--- config.mk ---
export PLATFORM = sky130hd
export DESIGN_NAME = bus_size_seq
export DESIGN_NICKNAME = d
export VERILOG_FILES = /design/src/rtl/bsz_pkg.sv /design/src/rtl/bsz_ack_decode.sv /design/src/rtl/bsz_lane_steer.sv /design/src/rtl/bsz_read_merge.sv /design/src/rtl/bus_size_seq.sv
export SDC_FILE = /design/constraint.sdc
export NUM_CORES = 1
export LEC_CHECK = 0
export BUFFER_PORTS_ARGS = -buffer_cell sky130_fd_sc_hd__buf_2
export CAP_MARGIN = 20
export CORE_MARGIN = 5
export CORE_UTILIZATION = 45
export CTS_CLUSTER_SIZE = 25
export DETAILED_ROUTE_END_ITERATION = 8
export GPL_ROUTABILITY_DRIVEN = 1
export PLACE_DENSITY = 0.77
export RECOVER_POWER = 25
export SLEW_MARGIN = 0
export SYNTH_ARGS = -nofsm -noshare
export SYNTH_HDL_FRONTEND = slang
export SYNTH_HIERARCHICAL = 1
export SYNTH_SLANG_ARGS = --single-unit
--- constraint.sdc ---
create_clock -name clk -period 3.3 [get_ports clk]
set_input_delay 0.165 -clock clk [delete_from_list [all_inputs] [get_ports clk]]
set_output_delay 0.165 -clock clk [all_outputs]
set_load 0.02 [all_outputs]
--- src/rtl/bsz_pkg.sv ---
package bsz_pkg;

    localparam int LANES  = 4;
    localparam int BYTE_W = 8;
    localparam int BUS_W  = LANES * BYTE_W;
    localparam int CNT_W  = $clog2(LANES) + 1;

    typedef enum logic [1:0] {
        S_IDLE = 2'd0,
        S_BUS  = 2'd1,
        S_TURN = 2'd2
    } seq_state_e;

    // Byte count (1..4) to the size code placed on the bus.
    function automatic logic [1:0] siz_of_count(logic [CNT_W-1:0] n);
        case (n)
            3'd1:    return 2'b01;
            3'd2:    return 2'b10;
            3'd3:    return 2'b11;
            default: return 2'b00;
        endcase
    endfunction

    // Size code to byte count; code 00 stands for a full long word.
    function automatic logic [CNT_W-1:0] count_of_siz(logic [1:0] s);
        if (s == 2'b00) return CNT_W'(LANES);
        return {1'b0, s};
    endfunction

endpackage

--- src/rtl/bsz_ack_decode.sv ---
module bsz_ack_decode
    import bsz_pkg::*;
(
    input  logic [1:0]       ack,
    input  logic [1:0]       off,
    input  logic [CNT_W-1:0] rem,
    output logic             hit,
    output logic [CNT_W-1:0] acc,
    output logic [1:0]       lane_base
);
    logic [CNT_W-1:0] room;

    always_comb begin
        case (ack)
            2'b11: begin
                room      = CNT_W'(LANES) - {1'b0, off};
                lane_base = off;
            end
            2'b10: begin
                room      = 3'd2 - {2'b00, off[0]};
                lane_base = {1'b0, off[0]};
            end
            2'b01: begin
                room      = 3'd1;
                lane_base = 2'd0;
            end
            default: begin
                room      = '0;
                lane_base = 2'd0;
            end
        endcase
        hit = (ack != 2'b00);
        acc = (rem < room) ? rem : room;
    end

endmodule

--- src/rtl/bsz_lane_steer.sv ---
module bsz_lane_steer
    import bsz_pkg::*;
(
    input  logic [BUS_W-1:0] wbuf,
    input  logic [1:0]       off,
    output logic [BUS_W-1:0] dout
);
    for (genvar k = 0; k < LANES; k++) begin : g_lane
        logic [1:0] src;

        always_comb begin
            if (2'(k) >= off) begin
                src = 2'(k) - off;
            end else if ((k < 2) && (2'(k) >= {1'b0, off[0]})) begin
                src = 2'(k) - {1'b0, off[0]};
            end else begin
                src = 2'd0;
            end
        end

        assign dout[BYTE_W*(LANES-1-k) +: BYTE_W] =
            wbuf[BYTE_W*(LANES-1-int'(src)) +: BYTE_W];
    end

endmodule

--- src/rtl/bsz_read_merge.sv ---
module bsz_read_merge
    import bsz_pkg::*;
(
    input  logic [BUS_W-1:0] din,
    input  logic [1:0]       lane_base,
    input  logic [CNT_W-1:0] acc,
    input  logic [BUS_W-1:0] acc_in,
    output logic [BUS_W-1:0] acc_out
);
    always_comb begin
        logic [1:0] li;
        li      = 2'd0;
        acc_out = acc_in;
        for (int i = 0; i < LANES; i++) begin
            if (CNT_W'(i) < acc) begin
                li      = lane_base + 2'(i);
                acc_out = {acc_out[BUS_W-BYTE_W-1:0],
                           din[BYTE_W*(LANES-1-int'(li)) +: BYTE_W]};
            end
        end
    end

endmodule

--- src/rtl/bus_size_seq.sv ---
module bus_size_seq
    import bsz_pkg::*;
#(
    parameter int ADDR_W = 32
) (
    input  logic              clk,
    input  logic              rst_n,
    input  logic              req_valid,
    input  logic [ADDR_W-1:0] req_addr,
    input  logic [1:0]        req_size,
    input  logic              req_write,
    input  logic [BUS_W-1:0]  req_wdata,
    output logic              bus_strobe,
    output logic              bus_rw,
    output logic [ADDR_W-1:0] bus_addr,
    output logic [1:0]        bus_siz,
    output logic [BUS_W-1:0]  bus_dout,
    input  logic [BUS_W-1:0]  bus_din,
    input  logic [1:0]        bus_ack,
    output logic [BUS_W-1:0]  rd_data,
    output logic              done
);
    localparam int SH_W = CNT_W + $clog2(BYTE_W);

    typedef struct packed {
        seq_state_e        st;
        logic [ADDR_W-1:0] addr;
        logic [CNT_W-1:0]  rem;
        logic              wr;
        logic [BUS_W-1:0]  wbuf;
        logic [BUS_W-1:0]  rbuf;
        logic              done;
    } seq_regs_t;

    seq_regs_t cur_q, nxt_d;

    logic             hit_w;
    logic [CNT_W-1:0] acc_w;
    logic [1:0]       lane_base_w;
    logic [BUS_W-1:0] merged_w;
    logic [CNT_W-1:0] req_cnt_w;

    bsz_ack_decode i_ack (
        .ack       (bus_ack),
        .off       (cur_q.addr[1:0]),
        .rem       (cur_q.rem),
        .hit       (hit_w),
        .acc       (acc_w),
        .lane_base (lane_base_w)
    );

    bsz_lane_steer i_steer (
        .wbuf (cur_q.wbuf),
        .off  (cur_q.addr[1:0]),
        .dout (bus_dout)
    );

    bsz_read_merge i_merge (
        .din       (bus_din),
        .lane_base (lane_base_w),
        .acc       (acc_w),
        .acc_in    (cur_q.rbuf),
        .acc_out   (merged_w)
    );

    assign req_cnt_w = count_of_siz(req_size);

    always_comb begin
        nxt_d      = cur_q;
        nxt_d.done = 1'b0;
        case (cur_q.st)
            S_IDLE: begin
                if (req_valid) begin
                    nxt_d.st   = S_BUS;
                    nxt_d.addr = req_addr;
                    nxt_d.rem  = req_cnt_w;
                    nxt_d.wr   = req_write;
                    nxt_d.wbuf = req_wdata << SH_W'({CNT_W'(LANES) - req_cnt_w, 3'b000});
                    nxt_d.rbuf = '0;
                end
            end
            S_BUS: begin
                if (hit_w) begin
                    nxt_d.addr = cur_q.addr + ADDR_W'(acc_w);
                    nxt_d.rem  = cur_q.rem - acc_w;
                    nxt_d.wbuf = cur_q.wbuf << SH_W'({acc_w, 3'b000});
                    if (!cur_q.wr) begin
                        nxt_d.rbuf = merged_w;
                    end
                    if (cur_q.rem == acc_w) begin
                        nxt_d.st   = S_IDLE;
                        nxt_d.done = 1'b1;
                    end else begin
                        nxt_d.st = S_TURN;
                    end
                end
            end
            S_TURN: begin
                nxt_d.st = S_BUS;
            end
            default: begin
                nxt_d.st = S_IDLE;
            end
        endcase
    end

    always_ff @(posedge clk or negedge rst_n) begin
        if (!rst_n) begin
            cur_q <= '0;
        end else begin
            cur_q <= nxt_d;
        end
    end

    assign bus_strobe = (cur_q.st == S_BUS);
    assign bus_rw     = !cur_q.wr;
    assign bus_addr   = cur_q.addr;
    assign bus_siz    = siz_of_count(cur_q.rem);
    assign rd_data    = cur_q.rbuf;
    assign done       = cur_q.done;

    // completion is a single-cycle pulse
    p_done_pulse_r9: assert property (@(posedge clk) disable iff (!rst_n)
        done |=> !done);

    // done follows an acknowledged strobe cycle
    p_done_after_ack_r9: assert property (@(posedge clk) disable iff (!rst_n)
        done |-> ($past(bus_strobe) && ($past(bus_ack) != 2'b00)));

    // strobe drops after every acknowledge
    p_gap_after_ack_r8: assert property (@(posedge clk) disable iff (!rst_n)
        (bus_strobe && (bus_ack != 2'b00)) |=> !bus_strobe);

    // the gap lasts exactly one cycle
    p_turn_resume_r8: assert property (@(posedge clk) disable iff (!rst_n)
        (cur_q.st == S_TURN) |=> bus_strobe);

    // no acknowledge stretches the cycle unchanged
    p_wait_hold_r4: assert property (@(posedge clk) disable iff (!rst_n)
        (bus_strobe && (bus_ack == 2'b00)) |=>
            (bus_strobe && $stable(bus_addr) && $stable(bus_siz) && $stable(bus_dout)));

    // each acknowledged cycle moves at least one byte and no more than remain
    p_progress_r5: assert property (@(posedge clk) disable iff (!rst_n)
        (bus_strobe && hit_w) |-> ((acc_w != '0) && (acc_w <= cur_q.rem)));

    // address and size stay put across the strobe gap
    p_turn_hold_r3: assert property (@(posedge clk) disable iff (!rst_n)
        (cur_q.st == S_TURN) |=> ($stable(bus_addr) && $stable(bus_siz)));

    // direction steady while strobe stays high
    p_rw_stable_r11: assert property (@(posedge clk) disable iff (!rst_n)
        (bus_strobe && $past(bus_strobe)) |-> $stable(bus_rw));

endmodule

==> run_results.csv, run 1 <==
group,metric,value,unit
setup_path,worst-path-buf-inv,3,
synthesis,mappedNetlistNets,1222,
job,drv_cap,0,
setup_path,crit_fanout,8,
min_path,min_path_type,"in -> reg",
global_routing,grt_usage,23.4,%
floorplan,initial_utilization,45.8,%
routing,viasPerCell,6.23,
clock_network,root_buffer,"clkbuf_16",
setup_path,critPathTopFamily,"compound AO/OA/AOI/OAI gates",
synthesis,synth_area_per_cell,8.76,µm²
clock_network,cts_buffers,9,
power_and_ir_drop,switching_share,51.5,%
routing,drcViolationCount,0,
power_and_ir_drop,switchingPower,6.31,mW
setup_path,crit_path_start_kind,"register",
power_and_ir_drop,combPwrFrac,70.1,%
power_and_ir_drop,total_leakage_power,4.76,nW
timing,setup_violations,0,
timing,period_needed,3.24,ns
synthesis,synthCells,1104,
setup_path,r2r_cells,15,
synthesis,synth_ff_type,"dfrtp_1",
global_routing,grt_pass1_vias,8786,
setup_path,cpPeakStageDelay,0.38,ns
floorplan,pin_count,205,
routing,num_vias,9333,
timing,rsz0062_at_grt,"true",
placed_design,numPlacedInstances,1477,
final_layout,synthToLayoutAreaGrowth,14.2,%
placed_design,port_buffers,204,
clock_network,tritoncts,"yes",
power_and_ir_drop,irDropWorstVdd,0.000535,V
timing,fin_crit_sh,98.3,%
synthesis,synth.cell_area,9670,µm²
clock_network,clk_pin_slew,0.08,ns
floorplan,dieArea,24500,µm²
synthesis,synth-edff-count,0,
power_and_ir_drop,total_power,12.2,mW
global_routing,antenna_found_initial,4,
final_layout,fin_cells,1499,
routing,postRouteWirelength,29800,µm
global_routing,grt_pass1_wl,46900,µm
setup_path,slowest_stage,"dfrtp_2",
setup_path,path_class,"reg -> reg",
synthesis,ys_ff_latch,103,
floorplan,fp-row-count,53,
timing,fin_skew,0.0137,ns
synthesis,seq_area_frac_synth,26.7,%
routing,ant_nets,0,
final_layout,final_common_cell,"buf_2",
placed_design,dp_hpwl,21500,µm
setup_path,worstPathCellList,"inv_2, ha_4, nand2_2, a21boi_2, inv_1, ha_4, a21oi_4, o211ai_2, mux2_4, fa_2, a21oi_4, nor4_4, buf_4, and3_1, a221o_1",
setup_path,path_depth,15,
timing,slew_violations,0,
timing,slew-limit-headroom,6.13,%
outcome,status,"finished clean",
timing,finalHoldViolCount,0,
final_layout,fin_util,52.3,%
global_routing,grt_overflow,0,
setup_path,cp.required,3.55,ns
setup_path,crit_arrival,3.49,ns
floorplan,coreArea,21100,µm²
synthesis,synthDistinctLibCells,73,
routing,wl_per_cell,19.8,µm
final_layout,mostFrequentLayoutCells,"buf_2 (182), nand2_1 (131), dfrtp_1 (101)",
final_layout,nNetsFinal,1335,
power_and_ir_drop,p_int,5.94,mW
floorplan,die_x,157,µm
placed_design,gp_congestion,0.912,
timing,worst_pin_slew,1.41,ns
synthesis,synth_warnings,6,
setup_path,worstSetupEndpointType,"register",
timing,fmax,308,MHz
final_layout,drive_above_1_share,31.0,%
routing,drt-initial-drc-count,871,
setup_path,endpoint,"bus_addr[28]$_DFFE_PN0P_",
power_and_ir_drop,sequentialPowerShare,20.3,%
clock_network,worstSkewPairLatency,0.37,ns
timing,tns,0,ns
final_layout,n_fill_cell,1946,
clock_network,cts.sinks,103,
clock_network,clk_path_buf_depth,2,
setup_path,ff2ff_setup_slack,0.06,ns
setup_path,r2r-end,"bus_addr[28]$_DFFE_PN0P_",
clock_network,htree_levels,3,
synthesis,async_flop_share,100,%
power_and_ir_drop,p_per_area,1110,nW/µm²
setup_path,startpoint,"bus_addr[0]$_DFFE_PN0P_",
power_and_ir_drop,clkPwrFrac,9.6,%
setup_path,timing.rr.start,"bus_addr[0]$_DFFE_PN0P_",
floorplan,die_y,157,µm
routing,dr.pass1.iters,6,
global_routing,grt_max_degree,54,
## through the flow
step | setup WS, ns | cell area (µm²) | hold WS (ns)
after floorplan | 0.0150 | 9680 | -0.131
after global placement | 0.0455 | 10600 | 0.262
after detailed placement | -0.0344 | 10600 | 0.270
after CTS | 0.00979 | 10900 | 0.00790
after global routing | -0.0864 | 11000 | 0.0162
final | 0.0577 | 11000 | 0.0124
## worst min-delay path, delay by kind of cell
family / cells / cell delay [ns]
AO/OA/AOI/OAI: 1 / 0.06
AND/OR/NAND/NOR: 1 / 0.03
buffers and inverters: 1 / 0.08
## cells in the mapped netlist (9+ instances only)
cell	instances	share of area [%]
ha_1	12	1.6
a211oi_1	11	0.85
o2bb2ai_1	9	0.82
a21oi_1	78	4.0
o21ai_1	17	0.88
dfrtp_1	103	27
buf_2	25	1.3
mux4_2	48	11
a31oi_1	13	0.84
a221oi_1	15	1.4
and3_1	13	0.84
nand2_1	133	5.2
a22oi_1	21	1.6
nor2_1	75	2.9
nor3_1	9	0.47
inv_1	26	1.0
a22o_1	15	1.4
mux2_2	34	4.0
a21o_1	9	0.70
clkbuf_1	50	1.9
buf_4	70	5.4
o21ai_0	80	4.1
o22ai_1	20	1.3
nor2b_1	18	1.2
mux2i_1	48	5.0
nand3_1	36	1.9
## metal layers
metal	vias up	share of wire [%]	global-route usage [%]
met5	-	0.071	0
met4	4	2.5	7.23
met3	61	8.8	4.20
met2	527	48	37.3
met1	4439	41	32.6
li1	4302	-	-
## flip-flops by register name (all words and copies together), names as in the netlist
name      flops
cur_q        38
bus_addr     32
rd_data      32
done          1
## timing repair
action	4_1_cts	5_1_grt
pin swaps	0	16
resized for setup	2	23
hold endpoints to repair	53	0
setup buffers	0	1
endpoints found under the setup margin	6	56
gates cloned	0	1
hold buffers	2	0
## how the worst min path moves through the flow
stage	from	end	slack, ns	cells after the start
6_report	req_write	cur_q[65]$_DFFE_PN0P_	0.01	3
5_1_grt	req_addr[16]	bus_addr[16]$_DFFE_PN0P_	0.02	3
3_3_place_gp	rst_n	cur_q[40]$_DFFE_PN0P_	0.26	1
2_1_floorplan	rst_n	bus_addr[0]$_DFFE_PN0P_	-0.13	0
3_5_place_dp	rst_n	cur_q[40]$_DFFE_PN0P_	0.27	1
4_1_cts	req_addr[16]	bus_addr[16]$_DFFE_PN0P_	0.008	3
## power by group through the flow
stage | logic (mW) | clock network, mW | registers, mW
2_1_floorplan | 6.51 | 0 | 2.24
3_3_place_gp | 8.10 | 0 | 2.43
3_5_place_dp | 8.25 | 0 | 2.47
4_1_cts | 8.29 | 1.19 | 2.45
5_1_grt | 9.28 | 1.24 | 2.57
6_report | 8.58 | 1.18 | 2.49
## cell type report
cell class	count	area [µm²]	share of cell area [%]
inverter	27	101	0.918
multi-input combinational	819	6200	56.2
clock buffer	9	225	2.04
timing repair buffer	257	1490	13.5
antenna	2	5.00	0.0453
tap	275	344	3.12
clock inverter	7	90.1	0.816
sequential	103	2580	23.4
## logic make-up after synthesis
group / share of synthesized area (%)
fa+ha+maj: 1.97
xor+xnor: 0.272
mux: 22.3
flops: 26.7
simple gates: 15.9
compound gates: 22.2
buf+inv: 10.7
No activity file was read; power rests on OpenSTA's default activity.
==> run 2, diff against run 1 <==
Settings changed: PLACE_DENSITY 0.77 to not set, PLACE_DENSITY_LB_ADDON set to 0.3.
==> run 2 against run 1 <==
Net effect:
- critical path type unchanged
- the run now ends with max-capacitance violations, max-slew violations left
- global-route usage rose by 0.30 points
- register-to-register slack improved by 0.02 ns
- clock power about the same
- die area is the same
- fmax increased by 0.58%
==> run_results.csv, run 2 (synthesis results as in run 1) <==
group,metric,value,unit
setup_path,endpoint,"bus_addr[24]$_DFFE_PN0P_",
final_layout,drive_above_1_share,34.0,%
clock_network,clk_path_buf_depth,2,
min_path,min_path_type,"in -> reg",
timing,tns,0,ns
power_and_ir_drop,total_leakage_power,4.90,nW
power_and_ir_drop,p_per_area,1110,nW/µm²
final_layout,n_fill_cell,2005,
setup_path,r2r_cells,15,
routing,wl_per_cell,19.9,µm
clock_network,worstSkewPairLatency,0.35,ns
floorplan,die_x,157,µm
clock_network,root_buffer,"clkbuf_16",
timing,period_needed,3.22,ns
timing,fin_crit_sh,97.7,%
clock_network,cts_buffers,9,
routing,viasPerCell,6.09,
timing,slew_violations,104,
floorplan,die_y,157,µm
setup_path,crit_fanout,6,
timing,fmax,310,MHz
setup_path,cp.required,3.59,ns
clock_network,clk_pin_slew,0.07,ns
final_layout,nNetsFinal,1348,
setup_path,r2r-end,"bus_addr[24]$_DFFE_PN0P_",
timing,setup_violations,0,
setup_path,crit_arrival,3.51,ns
setup_path,worstSetupEndpointType,"register",
timing,fin_skew,0.00756,ns
global_routing,grt_pass1_wl,47300,µm
outcome,status,"complete, but fails checks",
routing,ant_nets,0,
power_and_ir_drop,irDropWorstVdd,0.000531,V
final_layout,mostFrequentLayoutCells,"buf_2 (203), nand2_1 (130), dfrtp_1 (101)",
placed_design,port_buffers,204,
final_layout,synthToLayoutAreaGrowth,16.0,%
floorplan,coreArea,21100,µm²
final_layout,fin_util,53.2,%
timing,finalHoldViolCount,0,
clock_network,cts.sinks,103,
setup_path,startpoint,"bus_addr[0]$_DFFE_PN0P_",
job,drv_cap,1,
global_routing,grt_overflow,0,
floorplan,dieArea,24500,µm²
final_layout,largest-register,"cur_q",
floorplan,fp-row-count,53,
floorplan,initial_utilization,45.8,%
routing,postRouteWirelength,30200,µm
setup_path,timing.rr.start,"bus_addr[0]$_DFFE_PN0P_",
floorplan,pin_count,205,
placed_design,numPlacedInstances,1486,
placed_design,gp_congestion,0.896,
timing,rsz0062_at_grt,"true",
routing,drt-initial-drc-count,792,
timing,worst_pin_slew,1.58,ns
global_routing,grt_pass1_vias,8628,
clock_network,htree_levels,3,
timing,slew-limit-headroom,-5.28,%
global_routing,grt_usage,23.7,%
routing,dr.pass1.iters,5,
routing,num_vias,9220,
global_routing,antenna_found_initial,9,
setup_path,crit_path_start_kind,"register",
final_layout,largest_reg_flops,38,
setup_path,ff2ff_setup_slack,0.08,ns
clock_network,tritoncts,"yes",
outcome,violations,"max-capacitance violations, max-slew violations",
setup_path,path_class,"reg -> reg",
final_layout,final_common_cell,"buf_2",
global_routing,grt_max_degree,104,
final_layout,fin_cells,1514,
power_and_ir_drop,total_power,12.5,mW
placed_design,dp_hpwl,21600,µm
routing,drcViolationCount,0,
run 2: changes by cell type in the layout (fill, tap and decap cells not counted), sizes merged:
cell,change
dlygate4sd3,-1
clkinvlp,+1
buf,+34
diode,+3
clkinv,-2
bufinv,+1
clkbuf,-20
inv,-1
run 2: critical path: stages, from the launching register on:
cell,delay [ns]
dfrtp_2,0.41
or2_2,0.30
a21boi_2,0.16
inv_2,0.07
ha_4,0.28
nand2_4,0.06
o211ai_2,0.16
mux2_4,0.35
fa_2,0.38
a21oi_4,0.20
nor4_4,0.06
buf_4,0.16
buf_4,0.14
and3_4,0.19
o21ai_2,0.12
o2bb2ai_1,0.11
run 2: metrics by stage:
| step | cell area [µm²] | worst slack [ns] | hold WS [ns] |
|---|---|---|---|
| 2_1_floorplan | 9680 | 0.0150 | -0.131 |
| 3_3_place_gp | 10600 | -0.00357 | 0.295 |
| 3_5_place_dp | 10600 | -0.0800 | 0.282 |
| 4_1_cts | 11000 | -0.00402 | 0.0110 |
| 5_1_grt | 11200 | -0.0561 | 0.0361 |
| 6_report | 11200 | 0.0765 | 0.0270 |
run 2: worst min-delay path by stage:
| stage | start | end | slack [ns] | depth (start not counted) |
|---|---|---|---|---|
| floorplan | rst_n | bus_addr[0]$_DFFE_PN0P_ | -0.13 | 0 |
| global placement | rst_n | bus_addr[8]$_DFFE_PN0P_ | 0.30 | 2 |
| detailed placement | rst_n | bus_addr[8]$_DFFE_PN0P_ | 0.28 | 2 |
| CTS | req_addr[30] | bus_addr[30]$_DFFE_PN0P_ | 0.01 | 3 |
| global route | req_addr[28] | bus_addr[28]$_DFFE_PN0P_ | 0.04 | 2 |
| finish | req_addr[30] | bus_addr[30]$_DFFE_PN0P_ | 0.03 | 3 |
run 2: cell type report:
type | instances | area (µm²) | area share, %
clock buffer | 9 | 225 | 2.01
timing repair buffer | 270 | 1610 | 14.3
clock inverter | 6 | 92.6 | 0.826
sequential | 103 | 2580 | 23.0
tap | 275 | 344 | 3.07
inverter | 27 | 101 | 0.904
antenna | 5 | 12.5 | 0.112
multi-input combinational | 819 | 6250 | 55.7
run 2: power by group:
group / internal, mW / switching [mW] / leakage (nW) / total (mW)
sequential: 1.75 / 0.745 / 1.33 / 2.50
clock: 0.668 / 0.529 / 0.149 / 1.20
combinational: 3.73 / 5.05 / 3.42 / 8.78
run 2: timing repair:
action,4_1_cts,5_1_grt
hold endpoints to repair,103,0
buffers inserted,1,6
gates cloned,0,1
gates resized for setup,3,32
hold buffers,1,0
pin swaps,1,17
endpoints found under the setup margin,11,58
run 2: layer usage:
layer	routed length, µm	vias up	GRT usage (%)
li1	-	4319	-
met1	13100	4418	34.5
met2	13600	413	35.4
met3	2640	60	5.14
met4	740	10	7.23
met5	68	-	0
==> run 3, diff against run 2 <==
Settings changed: SKIP_CTS_REPAIR_TIMING set to 1, SYNTH_HIERARCHICAL 1 to not set.
==> run 3 against run 2 <==
Net effect:
- the flow finishes with violations (max-capacitance violations, max-slew violations, negative setup slack)
- highest routed layer is now met4
- sequential power decreased by 5%
- sequential share of layout area up 0.86 points
- sequential cell count did not move
- final cell count down 1.7%
- fmax is 7.2% lower
- synthesized cell count decreased by 1.1%
- clock power hardly changed
- critical path type unchanged
- critical path depth rose by 4
- clock skew rose by 0.0025 ns
- utilization up 0.21 points
- register-to-register slack got worse by 0.25 ns
- die area fell by 3.8%
==> run_results.csv, run 3 <==
group,metric,value,unit
timing,worst_pin_slew,1.57,ns
power_and_ir_drop,clkPwrFrac,10.4,%
outcome,status,"complete, but fails checks",
synthesis,yosysMostFrequentCell,"nand2_1",
final_layout,synthToLayoutAreaGrowth,16.5,%
global_routing,grt_pass1_wl,47400,µm
timing,period_needed,3.47,ns
routing,postRouteWirelength,29600,µm
synthesis,synth_warnings,0,
timing,fin_skew,0.0101,ns
floorplan,dieArea,23600,µm²
synthesis,async_flop_share,100,%
min_path,min_from,"req_write",
power_and_ir_drop,irDropWorstVdd,0.000548,V
timing,fin_ws,-0.173,ns
timing,slew_violations,56,
routing,viasPerCell,6.15,
global_routing,grt_pass1_vias,8844,
clock_network,htree_levels,3,
timing,finalHoldViolCount,0,
setup_path,worstSetupEndpointType,"register",
synthesis,yosys.area.top_type_share,27.8,%
floorplan,die_y,154,µm
floorplan,coreArea,20200,µm²
routing,drcViolationCount,0,
clock_network,cts.sinks,103,
synthesis,synthDistinctLibCells,70,
placed_design,numPlacedInstances,1465,
final_layout,mostFrequentLayoutCells,"buf_2 (188), nand2_1 (120), dfrtp_1 (102)",
power_and_ir_drop,sequentialPowerShare,21.1,%
routing,num_vias,9152,
setup_path,path_class,"reg -> reg",
timing,tns,-0.866,ns
clock_network,root_buffer,"clkbuf_16",
min_path,worstHoldPathCells,3,
synthesis,ys_ff_latch,103,
synthesis,seq_area_frac_synth,27.8,%
final_layout,drive_above_1_share,31.4,%
clock_network,clk_path_buf_depth,2,
setup_path,timing.rr.start,"bus_addr[0]$_DFFE_PN0P_",
synthesis,synthXorXnorAreaFrac,0.378,%
floorplan,fp-row-count,52,
final_layout,largest-register,"cur_q",
synthesis,synth.cell_area,9270,µm²
synthesis,synth_common_cells,"nand2_1 (124), dfrtp_1 (103), o21ai_0 (81)",
synthesis,netlist_top_cells_area,"dfrtp_1 (28%), mux4_2 (9.2%), buf_4 (5.3%)",
routing,drt-initial-drc-count,912,
placed_design,port_buffers,204,
global_routing,antenna_found_initial,1,
placed_design,post-place-ws,-0.179,ns
clock_network,tritoncts,"yes",
final_layout,nNetsFinal,1332,
synthesis,synth_ff_type,"dfrtp_1",
clock_network,clk_pin_slew,0.07,ns
synthesis,yosysTopAreaCell,"dfrtp_1",
power_and_ir_drop,total_leakage_power,4.73,nW
setup_path,crit_fanout,4,
timing,fin_crit_sh,105,%
floorplan,initial_utilization,45.8,%
synthesis,mappedNetlistNets,1211,
synthesis,synth_top_family_by_area,"compound AO/OA/AOI/OAI gates",
timing,rsz0062_at_grt,"true",
placed_design,gp_congestion,0.880,
synthesis,synthAdderAreaFrac,2.11,%
final_layout,final_common_cell,"buf_2",
global_routing,grt_max_degree,57,
power_and_ir_drop,p_per_area,1040,nW/µm²
synthesis,synth-edff-count,0,
power_and_ir_drop,p_int,5.47,mW
setup_path,crit_path_start_kind,"register",
floorplan,die_x,154,µm
placed_design,dp_hpwl,21700,µm
synthesis,synth_area_per_cell,8.49,µm²
setup_path,cp.required,3.51,ns
power_and_ir_drop,switching_share,51.4,%
synthesis,synth.mux.area_fraction,15.3,%
final_layout,fin_util,53.4,%
final_layout,fin_cells,1489,
global_routing,grt_overflow,0,
min_path,min_to,"cur_q[65]$_DFFE_PN0P_",
timing,fmax,288,MHz
setup_path,r2r_cells,19,
synthesis,synthSimpleGateAreaFrac,15.2,%
floorplan,pin_count,205,
clock_network,cts_buffers,9,
global_routing,grt_usage,24.2,%
synthesis,synthCells,1092,
timing,slew-limit-headroom,-4.76,%
routing,ant_nets,0,
setup_path,ff2ff_setup_slack,-0.17,ns
power_and_ir_drop,combPwrFrac,68.5,%
setup_path,crit_arrival,3.69,ns
outcome,violations,"max-capacitance violations, max-slew violations, negative setup slack",
min_path,min_path_type,"in -> reg",
clock_network,worstSkewPairLatency,0.36,ns
synthesis,synth_compound_area_share,28.9,%
setup_path,r2r-end,"bus_addr[28]$_DFFE_PN0P_",
job,drv_cap,1,
power_and_ir_drop,total_power,11.3,mW
routing,wl_per_cell,19.8,µm
final_layout,largest_reg_flops,38,
timing,setup_violations,12,
routing,dr.pass1.iters,6,
power_and_ir_drop,switchingPower,5.79,mW
## run 3: changes by cell type in the layout (fill, tap and decap cells not counted), sizes merged, moves of 9 or more
cell and delta:
buf -23, a31oi +21, mux2i -19, clkbuf +18
mux4 -17, mux2 -16, a32o +15, nor2b -14
o21ai +14, o211ai +13, a211oi +11, nand2 -9
## run 3: cells by family (layout without fill, tap and decap cells)
kind of cell,count (synthesis),in the layout
XOR/XNOR,4,4
adder cells (fa/ha/maj),15,15
other,0,1
buffers and inverters,178,304
AO/OA/AOI/OAI,395,395
AND/OR/NAND/NOR,310,310
multiplexers,87,87
flip-flops,103,103
## run 3: worst max path at each step
stage,start,end,slack [ns],cells past startpoint
floorplan,bus_addr[0]$_DFFE_PN0P_,bus_addr[30]$_DFFE_PN0P_,-0.84,21
detailed placement,bus_addr[0]$_DFFE_PN0P_,bus_addr[28]$_DFFE_PN0P_,-0.18,19
global placement,bus_addr[0]$_DFFE_PN0P_,bus_addr[28]$_DFFE_PN0P_,-0.12,19
global route,bus_addr[0]$_DFFE_PN0P_,bus_addr[28]$_DFFE_PN0P_,-0.38,19
CTS,bus_addr[0]$_DFFE_PN0P_,bus_addr[28]$_DFFE_PN0P_,-0.18,19
finish,bus_addr[0]$_DFFE_PN0P_,bus_addr[28]$_DFFE_PN0P_,-0.17,19
## run 3: routing by layer
layer / GRT usage [%] / routed length, µm
met5: 0 / 0
met4: 6.73 / 565
met3: 4.83 / 2560
met2: 38.8 / 14000
met1: 33.4 / 12500
## run 3: worst max-delay path: stages, from the launching register on
cell,delay [ns]
dfrtp_2,0.39
clkinvlp_4,0.11
ha_4,0.27
and2_1,0.11
o21a_1,0.14
inv_2,0.05
ha_4,0.16
a21oi_4,0.15
mux2i_1,0.10
or2_1,0.26
inv_2,0.08
ha_4,0.14
fa_2,0.23
a21oi_4,0.08
or4_4,0.45
nor4_4,0.18
buf_4,0.17
a31oi_1,0.06
o21ai_1,0.13
o21ai_1,0.08
## run 3: layout make-up
class	instances	area [µm²]
Fill cell	1892	9430
Sequential cell	103	2580
Tap cell	270	338
Multi-Input combinational cell	811	5980
Inverter	27	105
Antenna cell	1	2.50
Clock inverter	3	67.6
Clock buffer	13	250
Timing Repair Buffer	261	1480
## run 3: power by group through the flow
| stage | registers [mW] | logic [mW] | clock network, mW |
|---|---|---|---|
| after floorplan | 2.18 | 6.00 | 0 |
| after global placement | 2.35 | 7.45 | 0 |
| after detailed placement | 2.37 | 7.55 | 0 |
| after CTS | 2.35 | 7.58 | 1.20 |
| after global routing | 2.46 | 8.36 | 1.24 |
| final | 2.37 | 7.71 | 1.17 |
## run 3: metrics by stage
step	hold WS, ns	instance area, µm²
2_1_floorplan	-0.131	9460
3_3_place_gp	0.299	10300
3_5_place_dp	0.292	10300
4_1_cts	-0.0996	10700
5_1_grt	0.0154	10800
6_report	0.0131	10800
